==> src/rtl/mpwm_pkg.sv <==
package mpwm_pkg;
  localparam int MPWM_CNT_W  = 11;
  localparam int MPWM_WORD_W = 16;
  localparam int MPWM_FAST_W = 8;
  localparam int MPWM_DLY_W  = 2;

  // {pin_a, pin_b}
  typedef logic [1:0] pin_pair_t;
endpackage

==> src/rtl/mpwm_timer.sv <==
module mpwm_timer #(
  parameter int CNT_W = 11
) (
  input  logic             clk,
  input  logic             rst,
  input  logic [CNT_W-1:0] period,
  output logic [CNT_W-1:0] cnt,
  output logic             wrap,
  output logic             ovf
);
  logic [CNT_W-1:0] cnt_q;
  logic             ovf_q;

  // a zero period wraps every cycle so that release can proceed
  always_comb begin
    wrap = (period == '0) || (cnt_q >= period - CNT_W'(1));
  end

  always_ff @(posedge clk) begin
    if (rst) begin
      cnt_q <= '0;
      ovf_q <= 1'b0;
    end else begin
      ovf_q <= wrap;
      cnt_q <= wrap ? '0 : cnt_q + CNT_W'(1);
    end
  end

  assign cnt = cnt_q;
  assign ovf = ovf_q;
endmodule

==> src/rtl/mpwm_shadow.sv <==
module mpwm_shadow #(
  parameter int CNT_W  = 11,
  parameter int WORD_W = 16,
  parameter int FAST_W = 8,
  parameter int DLY_W  = 2
) (
  input  logic              clk,
  input  logic              rst,
  input  logic              load,
  input  logic [WORD_W-1:0] duty_word,
  input  logic              fast_mode,
  input  logic              recirc,
  input  logic [DLY_W-1:0]  delay_sel,
  input  logic              en_req,
  output logic [CNT_W-1:0]  sh_mag,
  output logic              sh_sign,
  output logic              sh_recirc,
  output logic [DLY_W-1:0]  sh_dly,
  output logic              sh_en
);
  localparam int FAST_SIGN_BIT = WORD_W - FAST_W - 1;

  logic [CNT_W-1:0] mag_dec;
  logic             sign_dec;

  always_comb begin
    if (fast_mode) begin
      mag_dec  = CNT_W'(duty_word[WORD_W-1 -: FAST_W]);
      sign_dec = duty_word[FAST_SIGN_BIT];
    end else begin
      mag_dec  = duty_word[CNT_W-1:0];
      sign_dec = duty_word[WORD_W-1];
    end
  end

  always_ff @(posedge clk) begin
    if (rst) begin
      sh_mag    <= '0;
      sh_sign   <= 1'b0;
      sh_recirc <= 1'b0;
      sh_dly    <= '0;
      sh_en     <= 1'b0;
    end else if (load) begin
      sh_mag    <= mag_dec;
      sh_sign   <= sign_dec;
      sh_recirc <= recirc;
      sh_dly    <= delay_sel;
      sh_en     <= en_req;
    end
  end
endmodule

==> src/rtl/mpwm_wave.sv <==
module mpwm_wave
  import mpwm_pkg::*;
#(
  parameter int CNT_W = 11,
  parameter int DLY_W = 2
) (
  input  logic             clk,
  input  logic             rst,
  input  logic [CNT_W-1:0] cnt,
  input  logic [CNT_W-1:0] sh_mag,
  input  logic             sh_sign,
  input  logic             sh_recirc,
  input  logic [DLY_W-1:0] sh_dly,
  input  logic             sh_en,
  output logic             pin_a,
  output logic             pin_b,
  output logic             pin_release
);
  localparam int NSTG = (1 << DLY_W) - 1;

  logic      on_phase;
  logic      lvl;
  logic      idle_lvl;
  pin_pair_t pair_now;
  pin_pair_t stg_q [NSTG];
  pin_pair_t taps  [NSTG+1];
  pin_pair_t tap_sel;

  // the count never reaches the period, so d = 0 and d >= period fall out
  // of this compare as the two static levels
  always_comb begin
    on_phase = (cnt < sh_mag);
    idle_lvl = ~sh_recirc;
    lvl      = on_phase ? sh_recirc : ~sh_recirc;
    pair_now = sh_sign ? {idle_lvl, lvl} : {lvl, idle_lvl};
  end

  genvar gi;
  generate
    for (gi = 0; gi < NSTG; gi++) begin : g_stage
      if (gi == 0) begin : g_first
        always_ff @(posedge clk) begin
          if (rst || !sh_en) stg_q[gi] <= '0;
          else               stg_q[gi] <= pair_now;
        end
      end else begin : g_next
        always_ff @(posedge clk) begin
          if (rst || !sh_en) stg_q[gi] <= '0;
          else               stg_q[gi] <= stg_q[gi-1];
        end
      end
      assign taps[gi+1] = stg_q[gi];
    end
  endgenerate

  assign taps[0] = pair_now;
  assign tap_sel = taps[sh_dly];

  always_ff @(posedge clk) begin
    if (rst || !sh_en) begin
      pin_a       <= 1'b0;
      pin_b       <= 1'b0;
      pin_release <= 1'b1;
    end else begin
      pin_a       <= tap_sel[1];
      pin_b       <= tap_sel[0];
      pin_release <= 1'b0;
    end
  end
endmodule

==> src/rtl/mpwm_channel.sv <==
module mpwm_channel
  import mpwm_pkg::*;
#(
  parameter int CNT_W  = MPWM_CNT_W,
  parameter int WORD_W = MPWM_WORD_W,
  parameter int FAST_W = MPWM_FAST_W,
  parameter int DLY_W  = MPWM_DLY_W
) (
  input  logic              clk,
  input  logic              rst,
  input  logic [CNT_W-1:0]  period,
  input  logic              chan_en,
  input  logic              fast_mode,
  input  logic              recirc,
  input  logic [WORD_W-1:0] duty_word,
  input  logic [DLY_W-1:0]  delay_sel,
  output logic              pin_a,
  output logic              pin_b,
  output logic              pin_release,
  output logic              frame_start
);
  logic [CNT_W-1:0] cnt;
  logic             wrap;
  logic [CNT_W-1:0] sh_mag;
  logic             sh_sign;
  logic             sh_recirc;
  logic [DLY_W-1:0] sh_dly;
  logic             sh_en;
  logic             en_req;

  assign en_req = chan_en && (period != '0);

  mpwm_timer #(.CNT_W(CNT_W)) timer_i (
    .clk(clk), .rst(rst), .period(period),
    .cnt(cnt), .wrap(wrap), .ovf(frame_start)
  );

  mpwm_shadow #(
    .CNT_W(CNT_W), .WORD_W(WORD_W), .FAST_W(FAST_W), .DLY_W(DLY_W)
  ) shadow_i (
    .clk(clk), .rst(rst), .load(wrap),
    .duty_word(duty_word), .fast_mode(fast_mode), .recirc(recirc),
    .delay_sel(delay_sel), .en_req(en_req),
    .sh_mag(sh_mag), .sh_sign(sh_sign), .sh_recirc(sh_recirc),
    .sh_dly(sh_dly), .sh_en(sh_en)
  );

  mpwm_wave #(.CNT_W(CNT_W), .DLY_W(DLY_W)) wave_i (
    .clk(clk), .rst(rst), .cnt(cnt),
    .sh_mag(sh_mag), .sh_sign(sh_sign), .sh_recirc(sh_recirc),
    .sh_dly(sh_dly), .sh_en(sh_en),
    .pin_a(pin_a), .pin_b(pin_b), .pin_release(pin_release)
  );
endmodule

==> config.mk <==
export PLATFORM = sky130hd
export DESIGN_NAME = mpwm_channel
export DESIGN_NICKNAME = d
export VERILOG_FILES = /design/src/rtl/mpwm_pkg.sv /design/src/rtl/mpwm_timer.sv /design/src/rtl/mpwm_shadow.sv /design/src/rtl/mpwm_wave.sv /design/src/rtl/mpwm_channel.sv
export SDC_FILE = /design/constraint.sdc
export NUM_CORES = 1
export LEC_CHECK = 0
export BUFFER_PORTS_ARGS = -buffer_cell sky130_fd_sc_hd__buf_2
export CAP_MARGIN = 10
export CORE_MARGIN = 1.5
export CORE_UTILIZATION = 58
export DETAILED_ROUTE_END_ITERATION = 10
export GPL_ROUTABILITY_DRIVEN = 0
export MAX_ROUTING_LAYER = met4
export PLACE_DENSITY_LB_ADDON = 0.1
export SLEW_MARGIN = 10
export SYNTH_ARGS = -nofsm -noshare
export SYNTH_HDL_FRONTEND = slang
export SYNTH_SLANG_ARGS = --single-unit
export TNS_END_PERCENT = 50
==> constraint.sdc <==
create_clock -name clk -period 4.98 [get_ports clk]
set_input_delay 0.249 -clock clk [delete_from_list [all_inputs] [get_ports clk]]
set_output_delay 0.249 -clock clk [all_outputs]
set_load 0.02 [all_outputs]
Yosys cells after proc, flatten, opt, wreduce, memory -nomap -nowiden
Memory sizes are Yosys's and may differ from the RTL's.
Cells that the tools add are included.
Widths: inputs -> output; s select.
{ "word_totals": {"register_bits": 31, "ramBits": 6, "inputBits": 34, "output_inout_bits": 4, "word_cells": 41, "n_memories": 1} }
{ "mem_list": {"columns": ["memory", "words", "width", "rd", "rd_ports_with_merged_regs", "write_ports", "line_no", "source"], "rows": [
  ["wave_i.stg_q", 3, 2, 3, 0, 3, "mpwm_wave.sv:25", "pin_pair_t stg_q [NSTG];"]
]} }
{ "op_classes": {"add_sub_neg": 2, "magnitude_cmp": 3, "n_mux": 13, "n_bitwise": 5, "reduce_logical": 7} }
{ "op_table": {"columns": ["cell", "count"], "rows": [
  ["$mux 2", 6],
  ["$add 11x1->11 const B", 1],
  ["$ge 11x11->1", 1],
  ["$logic_not 11->1", 1],
  ["$lt 11x11->1", 1],
  ["$mux 11", 1],
  ["$reduce_bool 11->1", 1],
  ["$sub 11x1->11 const B", 1],
  ["$mux 1", 5],
  ["$bmux 2 s2", 1],
  ["$ge 3x3->1 const B", 1],
  ["$not 2->3", 1],
  ["$or 1x1->1", 3],
  ["$logic_or 1x1->1", 2],
  ["$reduce_or 2->1", 1],
  ["$logic_and 1x1->1", 1],
  ["$logic_not 1->1", 1],
  ["$not 1->1", 1]
]} }

Logic depth before layout (Yosys ltp)
Gate-level depths: netlist of the first run.
{ "depth": {"word_depth": 6, "depth_mapped": 13, "mapped_depth_nobuf": 11} }

Hierarchy
A second synthesis of the first run with hierarchy kept.
{ "hier_totals": {"hier_cells": 244, "area_unflattened_um2": 2259.7} }
{ "by_module_without_submodules": {"columns": ["mod", "instances", "cells_per_inst", "area_each_um2", "seq_area_each_um2"], "rows": [
  ["mpwm_timer", 1, 105, 998.5, 240.2],
  ["mpwm_shadow", 1, 66, 660.6, 320.3],
  ["mpwm_wave", 1, 68, 573.0, 180.2],
  ["mpwm_channel", 1, 5, 27.5, 0.0]
]} }

Worst setup path before layout of the first run
OpenSTA, ideal clock, no wires.
{ "synth_timing": {"path_kind": "input port to flip-flop", "start": "in period[0]", "end": "reg timer_i.cnt_q[6] (netlist: timer_i.cnt[6])", "setup_ps": 64, "t_arrival_ps": 2535, "required_ps": 4916, "path_slack_ps": 2381, "path_stages": 13, "n_path_buf": 2, "path_cell_list": "inv_1 > ha_1 > nand4_2 > nor4_4 > buf_4 > nor2_1 > ha_1 > a21oi_1 > o21ai_0 > a31o_2 > or4_4 > buf_6 > nor2_1"} }
{ "synth_via": {"elab_chain_len": 4, "elab_cells_between_ends": 5, "classes_between": "1 x add/sub; 1 x order compare; 3 x reduce/logical"} }
{ "synth_lines": {"columns": ["element", "line_no", "source"], "rows": [
  ["from (decl)", "mpwm_channel.sv:11", "input logic [CNT_W-1:0] period,"],
  ["$sub 11x1->11", "mpwm_timer.sv:16", "wrap = (period == '0) || (cnt_q >= period - CNT_W'(1));"],
  ["$ge 11x11->1", "mpwm_timer.sv:16", null],
  ["$logic_or 1x1->1 (*)", "mpwm_timer.sv:16", null],
  ["$reduce_or 2->1 (no line) (*)", null, null],
  ["to (signal assigned)", "mpwm_timer.sv:25", "cnt_q <= wrap ? '0 : cnt_q + CNT_W'(1);"],
  ["to (decl)", "mpwm_timer.sv:11", "logic [CNT_W-1:0] cnt_q;"]
]} }
Every way passes the cells marked *; elsewhere a longest branch is shown, timed or not.
A chain may end at the register's enable or synchronous reset.

Worst setup path in the final report of the first run
{ "layout_timing": {"start": "in period[0]", "end": "reg shadow_i.sh_mag[9]"} }
{ "layout_via": {"elab_chain_len": 3, "elab_cells_between_ends": 4, "classes_between": "1 x add/sub; 1 x order compare; 2 x reduce/logical"} }
{ "layout_lines": {"columns": ["element", "line_no", "source"], "rows": [
  ["$sub 11x1->11", "mpwm_timer.sv:16", null],
  ["$ge 11x11->1", "mpwm_timer.sv:16", null],
  ["$logic_or 1x1->1 (*)", "mpwm_timer.sv:16", null],
  ["to (signal assigned)", "mpwm_shadow.sv:44", "sh_mag <= mag_dec;"],
  ["to (decl)", "mpwm_shadow.sv:15", "output logic [CNT_W-1:0] sh_mag,"]
]} }
Marks and branches as above.

==> flow_summary.rst, run 1 <==
.. list-table::
   :header-rows: 1

   * - Metric
     - Value
   * - Count of flip-flops with a built-in enable after synthesis
     - 0
   * - Half-perimeter wire length after detailed placement
     - 3560 um
   * - Post-synthesis sequential area ratio
     - 0.325
   * - Required time worst endpoint
     - 5210 ps
   * - Remaining antenna violation count after routing
     - 0
   * - Number of resized instances in the post-cts repair step
     - 0
   * - Proportion of layout cells with a drive suffix above 1
     - 0.212
   * - Upper clock frequency limit
     - 329 MHz
   * - Setup slack of the critical path after layout
     - 1940 ps
   * - Hold Violations, Final
     - 0
   * - Setup TNS
     - 0 ps
   * - Most used standard cell by instance count after synthesis
     - sky130_fd_sc_hd__dfxtp_1
   * - Maximum net fanout on the critical path
     - 14
   * - Synth top cells by count
     - sky130_fd_sc_hd__dfxtp_1 (37), sky130_fd_sc_hd__ha_1 (23), sky130_fd_sc_hd__nor2_1 (21)
   * - Post-synthesis cell type count
     - 36
   * - Die area
     - 4320 um^2
   * - Synth-to-Final Area Change
     - 12.5%
   * - Final setup violating endpoints
     - 0
   * - Post-layout min period
     - 3040 ps
   * - Final core utilization
     - 0.691
   * - Vias in the first global route
     - 1734
   * - Cell depth of the worst min-delay path
     - 3
   * - Crit path largest cell delay
     - 610 ps
   * - Library cell appearing most often on the critical path
     - sky130_fd_sc_hd__ha_1
   * - Static power due to leakage
     - 1.11 nW
   * - I/O Pins
     - 38
   * - Mean area per synthesized cell
     - 9.09 um^2
   * - Global-route wire length before repair
     - 7330 um
   * - Pin count of the biggest net entering global routing
     - 26
   * - Residual DRC count
     - 0
   * - Initial DRT Pass Iterations
     - 6
   * - Routed length on met1
     - 2130 um
   * - Antenna violations before repair
     - 0
   * - Overall power after layout
     - 0.571 mW
   * - Proportion of total power due to net switching
     - 0.253
   * - Clock Latency Late Sink
     - 290 ps
   * - Crit. End Element
     - flip-flop
   * - Cell types with the largest area share after synthesis
     - sky130_fd_sc_hd__dfxtp_1 (32%), sky130_fd_sc_hd__ha_1 (13%), sky130_fd_sc_hd__mux2i_1 (7.5%), sky130_fd_sc_hd__o31a_1 (3.8%), sky130_fd_sc_hd__nor2_1 (3.5%)
   * - TritonCTS clock tree
     - built
   * - Proportion of power drawn by the clock network
     - 0.353
   * - Register share of total power
     - 0.529
   * - Pre-CTS WS
     - 1700 ps
   * - Effective utilization at floorplan
     - 0.614
   * - Main synth FF type
     - sky130_fd_sc_hd__dfxtp_1
   * - Worst-margin pin slew
     - 769 ps
   * - Detail-routed via count per cell
     - 5.46
   * - Number of buffers inserted for hold repair after clock tree synthesis
     - 0
   * - Routed vias
     - 1833
   * - DRC marker count from the first detailed-route iteration
     - 78
   * - Crit path cell chain
     - buf_2 > inv_1 > ha_1 > nand4_2 > nor4_4 > nor2_1 > ha_1 > a21oi_1 > o21ai_0 > a31o_2 > nor3_2 > buf_4 > mux2i_1
   * - CP arrival
     - 3270 ps
   * - Mapped Cells
     - 251
   * - Clk slew on worst S/H paths
     - 70 ps
   * - Outcome
     - finished, final reports clean
   * - Quantity of I/O buffers inserted on ports
     - 37
   * - Fin Clk Skew
     - 6.62 ps
   * - CTS Buffer Depth
     - 2
   * - Switching power of the nets
     - 0.144 mW
   * - Number of clock sinks seen by CTS
     - 37
   * - Kind of path behind the tightest hold check
     - input pin to flip-flop
   * - TritonCTS Buffers
     - 5
   * - Combined area of all synthesized cells
     - 2280 um^2
   * - Nets in the synthesized netlist
     - 308
   * - Count of non-filler cells in the finished layout
     - 336
   * - Slew HR
     - 0.483
   * - Tcrit/Tclk final
     - 0.610
   * - Max layer used
     - met4
   * - Overflow left after global routing
     - 0
   * - Number of synthesis warnings
     - 0
   * - Count of cells along the worst register-to-register path
     - 7
   * - Wire length per cell after detailed routing
     - 13.3 um
   * - Largest vdd supply drop
     - 0.153 mV
   * - Power share of the combinational group
     - 0.118
   * - Type of the worst setup path
     - input pin to flip-flop
   * - Routed length on met3
     - 267 um
   * - Final Max Tran Viols
     - 0
   * - Core outline area
     - 3720 um^2
   * - Worst path slowest cell
     - sky130_fd_sc_hd__nor4_4
   * - Category of the worst setup path launch point
     - input pin
   * - Flip-flop and latch count after synthesis
     - 37
   * - Share of the synthesized area in the top cell type
     - 0.325
   * - Cell type contributing the most total cell area after synthesis
     - sky130_fd_sc_hd__dfxtp_1
   * - Reported max-cap violation count
     - 0
   * - DP Cell Count
     - 328
   * - Die Y-Extent
     - 65.7 um
   * - Total track usage
     - 0.231
   * - Power density cells
     - 223 nW/um^2
   * - Number of placement rows
     - 22
   * - Overall die width
     - 65.7 um
   * - Clock root buffer
     - sky130_fd_sc_hd__clkbuf_8
   * - Setup repair after global routing missed its margin
     - false
   * - Net count reported at finish
     - 344
   * - Proportion of register bits with asynchronous set or reset after synthesis
     - 0
   * - Antenna diode count
     - 0
   * - H-tree lvl count
     - 2
   * - Total detailed-routing wirelength
     - 4480 um
   * - Routed wire length on met2
     - 1990 um
   * - Internal
     - 0.427 mW
   * - Number of buffers added for setup after CTS
     - 0
==> layout make-up <==
| type | instances | area (um^2) |
|---|---|---|
| clock inverter | 3 | 17.5 |
| multi-input combinational | 188 | 1420 |
| clock buffer | 5 | 68.8 |
| sequential | 37 | 741 |
| timing repair buffer | 38 | 193 |
| fill | 321 | 1150 |
| tap | 48 | 60.1 |
| inverter | 17 | 63.8 |
==> critical path: cells and delay by family <==
kind | cells | cell delay (ps)
AO/OA/AOI/OAI | 3 | 540
multiplexers | 1 | 190
AND/OR/NAND/NOR | 4 | 1250
adder cells (fa/ha/maj) | 2 | 560
buffers and inverters | 3 | 460
==> through the flow <==
| stage | instance area, um^2 | hold slack [ps] |
|---|---|---|
| 2_1_floorplan | 2280 | 401 |
| 3_3_place_gp | 2480 | 435 |
| 3_5_place_dp | 2480 | 457 |
| 4_1_cts | 2570 | 199 |
| 5_1_grt | 2570 | 214 |
| 6_report | 2570 | 202 |
==> worst paths after layout <==
path,startpoint,end,slack [ps]
min reg2reg,wave_i.stg_q[1][1],wave_i.stg_q[2][1],460
max,period[0],shadow_i.sh_mag[9],1940
max reg2reg,timer_i.cnt[6],shadow_i.sh_mag[9],2670
min,delay_sel[0],shadow_i.sh_dly[0],200
==> placed cells by master, fill, tap and decap left out, types with 3 or more instances in the layout <==
master and n:
sky130_fd_sc_hd__a211oi_2 3, sky130_fd_sc_hd__buf_2 37, sky130_fd_sc_hd__inv_1 17, sky130_fd_sc_hd__o21ai_0 7, sky130_fd_sc_hd__nor2_1 21, sky130_fd_sc_hd__xnor2_1 9
sky130_fd_sc_hd__a21oi_1 12, sky130_fd_sc_hd__ha_1 23, sky130_fd_sc_hd__clkbuf_8 5, sky130_fd_sc_hd__and2_1 6, sky130_fd_sc_hd__nor2b_1 3, sky130_fd_sc_hd__nand3_1 6
sky130_fd_sc_hd__nand4_1 3, sky130_fd_sc_hd__nor3_1 6, sky130_fd_sc_hd__or3b_2 4, sky130_fd_sc_hd__nand2b_1 11, sky130_fd_sc_hd__a211oi_1 6, sky130_fd_sc_hd__xor2_1 8
sky130_fd_sc_hd__nand2_1 19, sky130_fd_sc_hd__o31a_1 10, sky130_fd_sc_hd__mux2i_1 17, sky130_fd_sc_hd__dfxtp_1 37
==> layer usage <==
metal | vias to the layer above | track usage
li1 | 952 | -
met1 | 809 | 0.288
met2 | 62 | 0.362
met3 | 10 | 0.0497
met4 | 0 | 0.0964
met5 | - | -
==> cell families after synthesis <==
group	after synthesis	synth area share
multiplexers	19	0.0943
AND/OR/NAND/NOR	88	0.210
XOR/XNOR	17	0.0653
buffers and inverters	26	0.0516
flip-flops	37	0.325
adder cells (fa/ha/maj)	23	0.126
AO/OA/AOI/OAI	41	0.128
==> power by group through the flow <==
stage	logic (mW)	registers, mW	clock network [mW]
floorplan	0.0419	0.308	0
global placement	0.0656	0.309	0
detailed placement	0.0668	0.309	0
CTS	0.0673	0.302	0.207
global route	0.0761	0.303	0.217
finish	0.0671	0.302	0.202
==> flip-flops by register name, indices dropped and copies added (netlist names) <==
register	count
shadow_i.sh_mag	11
wave_i.stg_q	6
shadow_i.sh_sign	1
shadow_i.sh_en	1
wave_i.pin_release	1
wave_i.pin_b	1
shadow_i.sh_dly	2
wave_i.pin_a	1
timer_i.cnt	11
timer_i.ovf	1
shadow_i.sh_recirc	1
(Power assumes the default switching activity.)
==> run 2: changes to the inputs <==
--- a/config.mk
+++ b/config.mk
@@ -5,10 +5,11 @@
 export SDC_FILE = /design/constraint.sdc
 export NUM_CORES = 1
 export LEC_CHECK = 0
+export ABC_AREA = 1
 export BUFFER_PORTS_ARGS = -buffer_cell sky130_fd_sc_hd__buf_2
 export CAP_MARGIN = 10
 export CORE_MARGIN = 1.5
-export CORE_UTILIZATION = 58
+export CORE_UTILIZATION = 50
 export DETAILED_ROUTE_END_ITERATION = 10
 export GPL_ROUTABILITY_DRIVEN = 0
 export MAX_ROUTING_LAYER = met4
==> constraint.sdc (replaced) <==
create_clock -name clk -period 2.5 [get_ports clk]
set_input_delay 0.125 -clock clk [delete_from_list [all_inputs] [get_ports clk]]
set_output_delay 0.125 -clock clk [all_outputs]
set_load 0.02 [all_outputs]
==> flow_summary.rst, run 2 <==
.. list-table::
   :header-rows: 1

   * - Metric
     - Value
   * - Power share of the combinational group
     - 0.106
   * - Residual DRC count
     - 0
   * - Mean area per synthesized cell
     - 7.93 um^2
   * - H-tree lvl count
     - 2
   * - Largest vdd supply drop
     - 0.511 mV
   * - Slack of the worst reg-to-reg path
     - 510 ps
   * - Final setup violating endpoints
     - 0
   * - Count of flip-flops with a built-in enable after synthesis
     - 0
   * - Antenna violations before repair
     - 0
   * - Area of all sequential standard cells
     - 741 um^2
   * - Number of placement rows
     - 24
   * - Synth top cells by count
     - sky130_fd_sc_hd__nand2_1 (45), sky130_fd_sc_hd__dfxtp_1 (37), sky130_fd_sc_hd__inv_1 (35)
   * - Kind of cell adding the most delay to the critical path
     - simple AND/OR/NAND/NOR gates
   * - Most used cells in the layout excluding fill and tap cells
     - sky130_fd_sc_hd__nand2_1 (45), sky130_fd_sc_hd__buf_2 (37), sky130_fd_sc_hd__dfxtp_1 (37), sky130_fd_sc_hd__inv_1 (35), sky130_fd_sc_hd__nor2_1 (25)
   * - Crit path cell chain
     - buf_2 > inv_1 > ha_1 > nand4_2 > nor2_2 > nand2_2 > xor2_1 > ha_1 > a21oi_1 > o21a_1 > nand3_1 > nor2_1 > nand2_4 > inv_6 > nand2_2 > buf_12 > o21ai_0
   * - Routed vias
     - 1853
   * - Tcrit/Tclk final
     - 0.880
   * - Register share of total power
     - 0.444
   * - Overflow left after global routing
     - 0
   * - Proportion of power drawn by the clock network
     - 0.450
   * - Setup TNS
     - 0 ps
   * - Detail-routed via count per cell
     - 4.89
   * - Slew HR
     - 0.795
   * - Global-route wire length before repair
     - 7620 um
   * - Required time worst endpoint
     - 2710 ps
   * - Post-synthesis cell type count
     - 36
   * - Upper clock frequency limit
     - 454 MHz
   * - Effective utilization at floorplan
     - 0.515
   * - Clock Latency Late Sink
     - 280 ps
   * - Startpoint of the most critical hold path
     - delay_sel[1]
   * - Vias in the first global route
     - 1720
   * - TritonCTS clock tree
     - built
   * - Post-synthesis sequential area ratio
     - 0.335
   * - Die Y-Extent
     - 69.5 um
   * - DRC marker count from the first detailed-route iteration
     - 77
   * - Nets in the synthesized netlist
     - 336
   * - Count of cells along the worst register-to-register path
     - 11
   * - Overall power after layout
     - 1.35 mW
   * - Cell depth of the worst min-delay path
     - 3
   * - Hold path endpoint
     - shadow_i.sh_dly[1]
   * - Clock root buffer
     - sky130_fd_sc_hd__clkbuf_8
   * - Die area
     - 4840 um^2
   * - Overall die width
     - 69.5 um
   * - Outcome
     - finished, final reports clean
   * - Remaining antenna violation count after routing
     - 0
   * - Share of the synthesized area in the top cell type
     - 0.335
   * - Final worst hold slack
     - 30.2 ps
   * - Most used standard cell by instance count after synthesis
     - sky130_fd_sc_hd__nand2_1
   * - Fin Clk Skew
     - 7.57 ps
   * - Switching power of the nets
     - 0.296 mW
   * - Combined area of all synthesized cells
     - 2210 um^2
   * - Type of the worst setup path
     - input pin to flip-flop
   * - Synth-to-Final Area Change
     - 19.0%
   * - Fill cell total of the finished layout
     - 409
   * - Most common cell after layout, fill and taps aside
     - sky130_fd_sc_hd__nand2_1
   * - Endpoint of the worst register-to-register path
     - shadow_i.sh_mag[1]
   * - Maximum net fanout on the critical path
     - 10
   * - Kind of path behind the tightest hold check
     - input pin to flip-flop
   * - Antenna diode count
     - 0
   * - Worst path slowest cell
     - sky130_fd_sc_hd__ha_1
   * - Cell type contributing the most total cell area after synthesis
     - sky130_fd_sc_hd__dfxtp_1
   * - Pin count of the biggest net entering global routing
     - 15
   * - Worst Setup SP
     - period[0]
   * - Crit. End Element
     - flip-flop
   * - I/O Pins
     - 38
   * - Initial DRT Pass Iterations
     - 4
   * - Area of the multi-input gates
     - 1310 um^2
   * - Crit path largest cell delay
     - 300 ps
   * - CP arrival
     - 2410 ps
   * - Flip-flop and latch count after synthesis
     - 37
   * - Static power due to leakage
     - 1.19 nW
   * - Number of synthesis warnings
     - 0
   * - Buf/Inv on CP
     - 4
   * - Total detailed-routing wirelength
     - 4440 um
   * - Cell types with the largest area share after synthesis
     - sky130_fd_sc_hd__dfxtp_1 (33%), sky130_fd_sc_hd__ha_1 (13%), sky130_fd_sc_hd__nand2_1 (7.6%), sky130_fd_sc_hd__inv_1 (5.9%), sky130_fd_sc_hd__a21oi_1 (4.7%)
   * - Setup repair after global routing missed its margin
     - false
   * - Final core utilization
     - 0.613
   * - Wire length per cell after detailed routing
     - 11.7 um
   * - Power density cells
     - 513 nW/um^2
   * - Total track usage
     - 0.197
   * - Reported max-cap violation count
     - 0
   * - Hold Violations, Final
     - 0
   * - Internal
     - 1.06 mW
   * - Core outline area
     - 4290 um^2
   * - Net count reported at finish
     - 383
   * - Number of buffers added for setup after CTS
     - 0
   * - Half-perimeter wire length after detailed placement
     - 3440 um
   * - Number of clock sinks seen by CTS
     - 37
   * - Category of the worst setup path launch point
     - input pin
   * - Reg2Reg Launch Point
     - timer_i.cnt[2]
   * - Proportion of register bits with asynchronous set or reset after synthesis
     - 0
   * - TritonCTS Buffers
     - 5
   * - Proportion of layout cells with a drive suffix above 1
     - 0.263
   * - Clk slew on worst S/H paths
     - 80 ps
   * - CTS Buffer Depth
     - 2
   * - Quantity of I/O buffers inserted on ports
     - 37
   * - Final Max Tran Viols
     - 0
   * - Mapped Cells
     - 279
   * - Worst-margin pin slew
     - 306 ps
   * - Main synth FF type
     - sky130_fd_sc_hd__dfxtp_1
   * - Proportion of total power due to net switching
     - 0.219
   * - Post-layout min period
     - 2200 ps
-- run 2: cell count changes after synthesis, sizes merged, moves of 9 or more --
cell    delta
mux2i     -17
inv       +20
nand3     +14
o31a      -10
nand2     +36
nand2b    -11
a211oi     -9
a21oi      +9
-- run 2: stage by stage --
stage	setup WS [ps]	instances	instance area, um^2
3_3_place_gp	-66.2	370	2480
2_1_floorplan	236	279	2210
6_report	300	379	2630
4_1_cts	222	378	2620
5_1_grt	57.1	379	2630
3_5_place_dp	-74.1	370	2480
-- run 2: final cells by class --
cell class                      count  area share
Multi-Input combinational cell    202       0.496
Timing Repair Buffer               43      0.0922
Inverter                           37      0.0546
Clock inverter                      3      0.0247
Clock buffer                        5      0.0261
Tap cell                           52      0.0247
Sequential cell                    37       0.281
-- run 2: how the worst max path moves through the flow --
stage | to | slack (ps) | cells past startpoint
5_1_grt | shadow_i.sh_mag[5] | 60 | 19
6_report | shadow_i.sh_mag[1] | 300 | 17
3_3_place_gp | shadow_i.sh_mag[3] | -70 | 19
4_1_cts | shadow_i.sh_mag[2] | 220 | 19
3_5_place_dp | shadow_i.sh_mag[7] | -70 | 19
2_1_floorplan | timer_i.cnt[5] | 240 | 16
-- run 2: kinds of logic after synthesis --
kind of cell | count (synthesis) | share of synthesized area
flip-flops | 37 | 0.335
AND/OR/NAND/NOR | 118 | 0.257
XOR/XNOR | 14 | 0.0554
buffers and inverters | 41 | 0.0820
multiplexers | 7 | 0.0356
AO/OA/AOI/OAI | 39 | 0.105
adder cells (fa/ha/maj) | 23 | 0.130
-- run 2: tightest hold or removal path, stage by stage --
cell and delay [ps]:
sky130_fd_sc_hd__buf_2 80, sky130_fd_sc_hd__nand2_1 40, sky130_fd_sc_hd__nand2_1 40
-- run 2: metal layers --
layer  vias up  wire [um]  part of all wire  GRT usage
met3         4        127             0.029     0.0349
met1       813       2370              0.53      0.282
li1       1009          -                 -          -
met5         -          0                 0          -
met2        27       1900              0.43      0.296
met4         0         36            0.0081     0.0392
-- run 2: what timing repair did --
item                                   CTS  global route
setup endpoints to repair                0            13
endpoints found under the hold margin    0             0
resized for setup                        0             1
hold buffers                             0             0
-- run 2: power by group through the flow --
stage               logic [mW]  registers, mW  clock network (mW)
finish                   0.144          0.600               0.609
global route             0.163          0.601               0.641
floorplan               0.0860          0.612                   0
detailed placement       0.142          0.614                   0
CTS                      0.143          0.600               0.619
global placement         0.140          0.614                   0
==> run 3: changes to the inputs <==
--- a/config.mk
+++ b/config.mk
@@ -5,11 +5,11 @@
 export SDC_FILE = /design/constraint.sdc
 export NUM_CORES = 1
 export LEC_CHECK = 0
-export ABC_AREA = 1
 export BUFFER_PORTS_ARGS = -buffer_cell sky130_fd_sc_hd__buf_2
 export CAP_MARGIN = 10
 export CORE_MARGIN = 1.5
-export CORE_UTILIZATION = 50
+export CORE_UTILIZATION = 51
+export CTS_CLUSTER_SIZE = 25
 export DETAILED_ROUTE_END_ITERATION = 10
 export GPL_ROUTABILITY_DRIVEN = 0
 export MAX_ROUTING_LAYER = met4
==> flow_summary.rst, run 3 (synthesized netlist as in run 1, its figures left out) <==
.. list-table::
   :header-rows: 1

   * - Metric
     - Value
   * - Outcome
     - finished, final reports clean
   * - Count of cells along the worst register-to-register path
     - 7
   * - Number of buffers added for setup after CTS
     - 0
   * - Setup slack of the critical path after layout
     - 325 ps
   * - Final setup violating endpoints
     - 0
   * - Power density cells
     - 498 nW/um^2
   * - Clock root buffer
     - sky130_fd_sc_hd__clkbuf_8
   * - Fin Clk Skew
     - 8.59 ps
   * - Count of non-filler cells in the finished layout
     - 352
   * - Synth-to-Final Area Change
     - 19.5%
   * - Largest vdd supply drop
     - 0.351 mV
   * - H-tree lvl count
     - 2
   * - Final worst hold slack
     - 70.7 ps
   * - Crit path largest cell delay
     - 440 ps
   * - Clk slew on worst S/H paths
     - 80 ps
   * - Worst Setup SP
     - period[2]
   * - Initial DRT Pass Iterations
     - 4
   * - Number of clock sinks seen by CTS
     - 37
   * - Slew HR
     - 0.635
   * - Upper clock frequency limit
     - 460 MHz
   * - Post-layout min period
     - 2180 ps
   * - Routed vias
     - 1808
   * - Static power due to leakage
     - 1.20 nW
   * - Net count reported at finish
     - 356
   * - Tcrit/Tclk final
     - 0.870
   * - Remaining antenna violation count after routing
     - 0
   * - Overall die width
     - 69.9 um
   * - CP Depth
     - 12
   * - Buf/Inv on CP
     - 1
   * - Final core utilization
     - 0.630
   * - Kind of cell adding the most delay to the critical path
     - simple AND/OR/NAND/NOR gates
   * - Final Max Tran Viols
     - 0
   * - Detail-routed via count per cell
     - 5.14
   * - CP arrival
     - 2390 ps
   * - Endpoint of the worst register-to-register path
     - shadow_i.sh_en
   * - Worst-margin pin slew
     - 547 ps
   * - Proportion of layout cells with a drive suffix above 1
     - 0.247
   * - Most used cells in the layout excluding fill and tap cells
     - sky130_fd_sc_hd__buf_2 (37), sky130_fd_sc_hd__dfxtp_1 (37), sky130_fd_sc_hd__ha_1 (23), sky130_fd_sc_hd__nor2_1 (21), sky130_fd_sc_hd__nand2_1 (19)
   * - Hold Violations, Final
     - 0
   * - Required time worst endpoint
     - 2710 ps
   * - Antenna violations before repair
     - 0
   * - DRC marker count from the first detailed-route iteration
     - 92
   * - Crit path capture
     - shadow_i.sh_en
   * - Overall power after layout
     - 1.36 mW
   * - Antenna diode count
     - 0
   * - Pre-CTS WS
     - -75.6 ps
   * - Slack of the worst reg-to-reg path
     - 510 ps
   * - Clock Latency Late Sink
     - 300 ps
   * - Core outline area
     - 4320 um^2
   * - DP Cell Count
     - 344
   * - TritonCTS clock tree
     - built
   * - Number of placement rows
     - 24
   * - Half-perimeter wire length after detailed placement
     - 3380 um
   * - CTS Buffer Depth
     - 2
   * - Setup repair after global routing missed its margin
     - false
   * - Die area
     - 4880 um^2
   * - Total detailed-routing wirelength
     - 4390 um
   * - Maximum net fanout on the critical path
     - 5
   * - Residual DRC count
     - 0
   * - Overflow left after global routing
     - 0
   * - Post-route cell area
     - 2730 um^2
   * - Category of the worst setup path launch point
     - input pin
   * - Effective utilization at floorplan
     - 0.527
   * - Vias in the first global route
     - 1675
   * - Reg2Reg Launch Point
     - timer_i.cnt[0]
   * - Kind of path behind the tightest hold check
     - input pin to flip-flop
   * - Total track usage
     - 0.204
   * - Reported max-cap violation count
     - 0
   * - Pin count of the biggest net entering global routing
     - 26
   * - Die Y-Extent
     - 69.9 um
   * - I/O Pins
     - 38
   * - Setup TNS
     - 0 ps
   * - Crit. End Element
     - flip-flop
   * - Quantity of I/O buffers inserted on ports
     - 37
   * - Worst path slowest cell
     - sky130_fd_sc_hd__or3b_2
   * - TritonCTS Buffers
     - 5
   * - Wire length per cell after detailed routing
     - 12.5 um
   * - Placed Instance Area
     - 2590 um^2
   * - Type of the worst setup path
     - input pin to flip-flop
   * - Crit path cell chain
     - buf_2 > nor3_1 > nor3b_2 > nand2_1 > nor3_1 > xnor2_1 > ha_1 > nand2_1 > o21ai_0 > a31o_2 > or3b_2 > a211oi_1
   * - Global-route wire length before repair
     - 7790 um
## run 3: changes by cell type in the layout (fill, tap and decap cells not counted), moves of 10 or more
| cell | delta |
|---|---|
| sky130_fd_sc_hd__nand2_1 | -26 |
| sky130_fd_sc_hd__inv_1 | -18 |
| sky130_fd_sc_hd__nand3_1 | -14 |
| sky130_fd_sc_hd__o31a_1 | +10 |
| sky130_fd_sc_hd__nand2b_1 | +11 |
| sky130_fd_sc_hd__mux2i_1 | +17 |
## run 3: per-layer routing
metal	vias up	routed length (um)	global-route usage
met4	0	51	0.0577
met2	26	1950	0.304
met3	4	151	0.0563
met5	-	0	-
met1	803	2240	0.273
li1	975	-	-
## run 3: layout make-up
type	instances	area [um^2]
Clock buffer	5	68.8
Inverter	17	63.8
Clock inverter	3	65.1
Sequential cell	37	741
Fill cell	404	1600
Multi-Input combinational cell	188	1430
Timing Repair Buffer	50	295
Tap cell	52	65.1
## run 3: tightest hold or removal path, delay by kind of cell
kind | cells | cell delay [ps]
AND/OR/NAND/NOR | 1 | 50
buffers and inverters | 1 | 100
multiplexers | 1 | 50
## run 3: repair_timing
| action | 4_1_cts | 5_1_grt |
|---|---|---|
| resized for setup | 0 | 1 |
| setup endpoints to repair | 0 | 20 |
| hold buffers | 0 | 0 |
| hold endpoints to repair | 0 | 0 |
## run 3: worst min-delay path by stage
stage	from	end	cells past startpoint
2_1_floorplan	delay_sel[0]	shadow_i.sh_dly[0]	2
3_3_place_gp	delay_sel[0]	shadow_i.sh_dly[0]	3
3_5_place_dp	delay_sel[0]	shadow_i.sh_dly[0]	3
4_1_cts	delay_sel[0]	shadow_i.sh_dly[0]	3
5_1_grt	recirc	shadow_i.sh_recirc	3
6_report	recirc	shadow_i.sh_recirc	3
## run 3: power by group
group | switching [mW] | internal, mW | total, mW | leakage [nW]
registers | 0.00744 | 0.594 | 0.601 | 0.299
logic | 0.0682 | 0.0681 | 0.136 | 0.836
clock network | 0.223 | 0.396 | 0.619 | 0.0681
total | 0.299 | 1.06 | 1.36 | 1.20
